[config.mk]
export PLATFORM = sky130hd
export DESIGN_NAME = swout_mapper
export DESIGN_NICKNAME = d
export VERILOG_FILES = /design/src/rtl/swout_pkg.sv /design/src/rtl/swout_cfg_decode.sv /design/src/rtl/swout_line_pick.sv /design/src/rtl/swout_onehot.sv /design/src/rtl/swout_mapper.sv
export SDC_FILE = /design/constraint.sdc
export NUM_CORES = 1
export LEC_CHECK = 0
export BUFFER_PORTS_ARGS = -buffer_cell sky130_fd_sc_hd__buf_2
export CORE_MARGIN = 1.5
export CORE_UTILIZATION = 46
export DETAILED_ROUTE_END_ITERATION = 12
export GPL_ROUTABILITY_DRIVEN = 0
export MAX_ROUTING_LAYER = met4
export PLACE_DENSITY = 0.75
export SLEW_MARGIN = 0
export SYNTH_ARGS = -nofsm -noshare
export SYNTH_HDL_FRONTEND = slang
export SYNTH_SLANG_ARGS = --single-unit
[constraint.sdc]
create_clock -name clk -period 2.75 [get_ports clk]
set_input_delay 0.4125 -clock clk [delete_from_list [all_inputs] [get_ports clk]]
set_output_delay 0.4125 -clock clk [all_outputs]
set_load 0.1 [all_outputs]
[src/rtl/swout_pkg.sv]
package swout_pkg;

    typedef enum logic [1:0] {
        MAP_PASS   = 2'd0,
        MAP_MIRROR = 2'd1,
        MAP_DECODE = 2'd2
    } map_mode_e;

    typedef struct packed {
        map_mode_e mode;
        logic      use_unc;
        logic      start;
        logic      active_low;
        logic      two_line;
    } map_sel_t;

endpackage

[src/rtl/swout_cfg_decode.sv]
module swout_cfg_decode
    import swout_pkg::*;
#(
    parameter int CFG_W     = 8,
    parameter int SEL_LSB   = 1,
    parameter int SEL_W     = 4,
    parameter int MIR_BIT   = 5,
    parameter int TWO_BIT   = 6,
    parameter int DEC_MODES = 8
) (
    input  logic [CFG_W-1:0] cfg,
    output map_sel_t         sel
);
    localparam int M_W = $clog2(DEC_MODES);

    logic [SEL_W-1:0] num;
    logic [SEL_W-1:0] m_full;
    logic [M_W-1:0]   m;
    logic             dec_on;
    logic             unused_cfg_bits;

    assign num    = cfg[SEL_LSB +: SEL_W];
    assign m_full = num - SEL_W'(1);
    assign m      = m_full[M_W-1:0];
    assign dec_on = (num != '0) && (num <= SEL_W'(DEC_MODES));
    assign unused_cfg_bits = ^{cfg[0], cfg[CFG_W-1], m_full};

    always_comb begin
        sel            = '0;
        sel.two_line   = cfg[TWO_BIT];
        sel.start      = m[0];
        sel.active_low = m[1];
        sel.use_unc    = m[M_W-1];
        if (dec_on)            sel.mode = MAP_DECODE;
        else if (cfg[MIR_BIT]) sel.mode = MAP_MIRROR;
        else                   sel.mode = MAP_PASS;
    end

endmodule

[src/rtl/swout_line_pick.sv]
module swout_line_pick #(
    parameter int GROUP_W = 4,
    parameter int LINES_W = 3
) (
    input  logic [GROUP_W-1:0] com_grp,
    input  logic [GROUP_W-1:0] unc_grp,
    input  logic               use_unc,
    input  logic               start,
    output logic [LINES_W-1:0] lines
);
    localparam int WINDOWS = GROUP_W - LINES_W + 1;

    logic [GROUP_W-1:0] grp;
    logic [LINES_W-1:0] win [WINDOWS];

    assign grp = use_unc ? unc_grp : com_grp;

    for (genvar g = 0; g < WINDOWS; g++) begin : g_win
        assign win[g] = grp[g +: LINES_W];
    end

    assign lines = win[start];

endmodule

[src/rtl/swout_onehot.sv]
module swout_onehot #(
    parameter int LINES_W = 3,
    parameter int NUM_OUT = 8
) (
    input  logic [LINES_W-1:0] lines,
    input  logic               two_line,
    input  logic               active_low,
    output logic [NUM_OUT-1:0] pattern
);
    logic [LINES_W-1:0] idx;
    logic [NUM_OUT-1:0] hot;

    assign idx = two_line ? {lines[LINES_W-1:1], 1'b0} : lines;

    for (genvar i = 0; i < NUM_OUT; i++) begin : g_hot
        assign hot[i] = (idx == LINES_W'(i));
    end

    assign pattern = hot ^ {NUM_OUT{active_low}};

    always_comb begin
        if (two_line)
            assert_two_line_even_R7: assert ((hot & {(NUM_OUT/2){2'b10}}) == '0);
    end

endmodule

[src/rtl/swout_mapper.sv]
module swout_mapper
    import swout_pkg::*;
#(
    parameter int GROUP_W = 4,
    parameter int CFG_W   = 8
) (
    input  logic               clk,
    input  logic               rst_n,
    input  logic [GROUP_W-1:0] com_state,
    input  logic [GROUP_W-1:0] unc_state,
    input  logic [CFG_W-1:0]   cfg,
    output logic [2*GROUP_W-1:0] op
);
    localparam int NUM_OUT = 2 * GROUP_W;
    localparam int LINES_W = $clog2(NUM_OUT);

    typedef struct packed {
        logic [NUM_OUT-1:0] pins;
    } regs_t;

    regs_t    st_d, st_q;
    map_sel_t sel;
    logic [LINES_W-1:0] lines;
    logic [NUM_OUT-1:0] dec_pat;

    swout_cfg_decode #(
        .CFG_W     (CFG_W),
        .DEC_MODES (NUM_OUT)
    ) u_cfg (
        .cfg (cfg),
        .sel (sel)
    );

    swout_line_pick #(
        .GROUP_W (GROUP_W),
        .LINES_W (LINES_W)
    ) u_pick (
        .com_grp (com_state),
        .unc_grp (unc_state),
        .use_unc (sel.use_unc),
        .start   (sel.start),
        .lines   (lines)
    );

    swout_onehot #(
        .LINES_W (LINES_W),
        .NUM_OUT (NUM_OUT)
    ) u_hot (
        .lines      (lines),
        .two_line   (sel.two_line),
        .active_low (sel.active_low),
        .pattern    (dec_pat)
    );

    always_comb begin
        st_d = st_q;
        unique case (sel.mode)
            MAP_DECODE: st_d.pins = dec_pat;
            MAP_MIRROR: st_d.pins = {~com_state, com_state};
            default:    st_d.pins = {unc_state, com_state};
        endcase
    end

    always_ff @(posedge clk) begin
        if (!rst_n) st_q <= '0;
        else        st_q <= st_d;
    end

    assign op = st_q.pins;

    assert_reset_low_R1: assert property (@(posedge clk)
        !rst_n |=> op == '0);

    assert_pass_map_R3: assert property (@(posedge clk) disable iff (!rst_n)
        (sel.mode == MAP_PASS) |=> op == $past({unc_state, com_state}));

    assert_mirror_R4: assert property (@(posedge clk) disable iff (!rst_n)
        (sel.mode == MAP_MIRROR) |=> op[NUM_OUT-1:GROUP_W] == ~op[GROUP_W-1:0]);

    assert_single_hot_R5: assert property (@(posedge clk) disable iff (!rst_n)
        (sel.mode == MAP_DECODE && !sel.active_low) |=> $countones(op) == 1);

    assert_single_cold_R6: assert property (@(posedge clk) disable iff (!rst_n)
        (sel.mode == MAP_DECODE && sel.active_low) |=> $countones(~op) == 1);

    assert_decode_wins_R8: assert property (@(posedge clk) disable iff (!rst_n)
        (sel.mode == MAP_DECODE && cfg[5]) |=> op == $past(dec_pat));

endmodule

==> impl_metrics.env <==
export IMPL_dp_cells=122
export IMPL_io_pins=26
export IMPL_worstPathRequired_ps=2940
export IMPL_yosys_warnings=0
export IMPL_max_cap_viol_count=0
export IMPL_area_growth_pct=20.2
export IMPL_hold_buffers=0
export IMPL_largest_register_ffs=8
export IMPL_cp_slowest_cell="a2111o_1"
export IMPL_fin_total_pwr_mw=0.479
export IMPL_cts_root_buf="clkbuf_4"
export IMPL_nets=131
export IMPL_clk_path_buf_depth=2
export IMPL_firstDrtPassIters=4
export IMPL_ys_types=36
export IMPL_outcome="complete, no violations"
export IMPL_ys_top_cells_by_area="dfxtp_1 21%, o2111ai_1 11%, mux2i_1 5.3%"
export IMPL_ctsResizeCount=0
export IMPL_yosysTopAreaCell="dfxtp_1"
export IMPL_cts_inserted_buffers=3
export IMPL_drcViolationCount=0
export IMPL_die_h_um=43.4
export IMPL_detail_route_wl_per_cell_um=13.7
export IMPL_synth_top_flop_cell="dfxtp_1"
export IMPL_critPathTopFamily="compound AO/OA/AOI/OAI gates"
export IMPL_ys_ff_latch=8
export IMPL_synth_fp_nets=105
export IMPL_critPathBufInv=3
export IMPL_vias_per_cell=6.22
export IMPL_ff_latch_area_um2=160
export IMPL_dieArea_um2=1880
export IMPL_slowest_delay_ps=460
export IMPL_arrival_ps=2420
export IMPL_wirelength_um=1710
export IMPL_report_final_slew_viol_count=0
export IMPL_setup_viol=0
export IMPL_worstSetupEndpointType="flip-flop"
export IMPL_fin_util_pct=59.1
export IMPL_max_freq_ghz=0.449
export IMPL_async_flop_share_pct=0
export IMPL_rows=14
export IMPL_crit_type="input pin to flip-flop"
export IMPL_grt_pass1_vias=700
export IMPL_dp_hpwl_um=1390
export IMPL_design_area_um2=901
export IMPL_p_leak_nw=0.391
export IMPL_period_needed_ps=2230
export IMPL_drive_above_1_share_pct=34.9
export IMPL_htreeDepth=1
export IMPL_crit_fanout=11
export IMPL_grt_pass1_wl_um=2930
export IMPL_postCtsSetupRepairBufs=0
export IMPL_stdcell_count=125
export IMPL_syn_area_um2=749
export IMPL_fill_cells=145
export IMPL_cts_tree="built"
export IMPL_clkTransAtPathRegs_ps=50
export IMPL_multiInputGateArea_um2=542
export IMPL_rsz0062_at_grt="no"
export IMPL_worst_pin_slew_ps=486
export IMPL_synth_common_cells="9 x o2111ai_1, 8 x dfxtp_1, 8 x nand2_1"
export IMPL_cp_start_kind="input pin"
export IMPL_overflow=0
export IMPL_synth_top_area_share_pct=21.4
export IMPL_hold_viol_final=0
export IMPL_track_usage_pct=20.9
export IMPL_ant_nets=0
export IMPL_die_w_um=43.4
export IMPL_relSlewSlack_pct=67.8
export IMPL_num_vias=777
export IMPL_io_buffers=23
export IMPL_crit_path_cell_trace="buf_2 > inv_2 > ha_1 > xnor2_1 > buf_4 > mux2_2 > a2111o_1 > a21o_1 > nand3_2"
export IMPL_drt_iter0_markers=21
export IMPL_antennaDiodeCount=0
export IMPL_max_vdd_ir_drop_v=0.000411
export IMPL_antenna_found_initial=0
export IMPL_placed_cell_area_um2=878
export IMPL_grt_max_degree=12
export IMPL_hp_class="input pin to flip-flop"
export IMPL_cts_sinks=8
export IMPL_avgSynthCellArea_um2=8.82
export IMPL_synth_edf_count=0
export IMPL_fin_crit_sh_pct=81.1
export IMPL_core_um2=1520
export IMPL_ys_seq_area_share_pct=21.4
export IMPL_fin_setup_tns_ps=0
export IMPL_synth_most_common_cell="o2111ai_1"
export IMPL_synth_cells=85
export IMPL_power_density_nw_per_um2=532
export IMPL_start_util_pct=49.2
[routing by layer]
layer | routed length (um) | part of all wire (%) | vias up | GRT usage [%]
li1 | - | - | 384 | -
met1 | 784 | 46 | 366 | 25.8
met2 | 833 | 49 | 25 | 34.9
met3 | 72 | 4.2 | 2 | 5.00
met4 | 16 | 0.94 | 0 | 3.64
met5 | 0 | 0 | - | -
[worst min-delay path, stage by stage]
cell,delay [ps]
buf_2,110
a32oi_1,90
o211ai_1,80
[cells by family (layout without fill, tap and decap cells)]
| kind of cell | count (synthesis) | in the layout | synth area share [%] |
|---|---|---|---|
| AND/OR/NAND/NOR | 28 | 28 | 20.2 |
| AO/OA/AOI/OAI | 25 | 25 | 27.9 |
| multiplexers | 10 | 10 | 18.5 |
| buffers and inverters | 10 | 34 | 6.34 |
| flip-flops | 8 | 8 | 21.4 |
| adder cells (fa/ha/maj) | 2 | 2 | 3.34 |
| XOR/XNOR | 2 | 2 | 2.34 |
[path summary, 6_finish.rpt]
check	from	end	slack [ps]	depth (start not counted)
max	cfg[1]	op[6]	520	9
min	com_state[0]	op[0]	490	3
[cell usage in the layout (no fill, tap or decap), drive strengths merged]
| master | Yosys | routed |
|---|---|---|
| a21oi | 2 | 2 |
| a221oi | 1 | 1 |
| mux2 | 2 | 2 |
| o21ai | 1 | 1 |
| clkbuf | 0 | 3 |
| a32oi | 3 | 3 |
| o32a | 1 | 1 |
| o2111ai | 9 | 9 |
| buf | 5 | 26 |
| a2bb2oi | 1 | 1 |
| nand2 | 8 | 8 |
| o311ai | 1 | 1 |
| o21a | 1 | 1 |
| nor3b | 1 | 1 |
| a21o | 1 | 1 |
| nand3 | 4 | 4 |
| mux4 | 1 | 1 |
| or2 | 2 | 2 |
| a2111o | 1 | 1 |
| o211ai | 2 | 2 |
| inv | 5 | 5 |
| or3b | 2 | 2 |
| ha | 2 | 2 |
| nor2 | 6 | 6 |
| nor2b | 1 | 1 |
| nand2b | 3 | 3 |
| a311o | 1 | 1 |
| and3 | 1 | 1 |
| mux2i | 7 | 7 |
| dfxtp | 8 | 8 |
| xnor2 | 2 | 2 |
[per-stage QoR]
| step | hold slack, ps | worst slack, ps |
|---|---|---|
| 2_1_floorplan | 565 | 446 |
| 3_3_place_gp | 736 | 321 |
| 3_5_place_dp | 747 | 287 |
| 4_1_cts | 486 | 546 |
| 5_1_grt | 507 | 441 |
| 6_report | 493 | 520 |
[power breakdown]
group / switching, mW / internal, mW
registers: 0.00258 / 0.132
clock network: 0.0344 / 0.0496
logic: 0.192 / 0.0681
[layout make-up]
cell class                      instances  share of cell area (%)
Sequential cell                         8                    17.8
Multi-Input combinational cell         67                    60.1
Tap cell                               16                    2.22
Inverter                                5                    2.08
Clock buffer                            3                    2.50
Timing Repair Buffer                   26                    15.3
(Power assumes the default switching activity.)
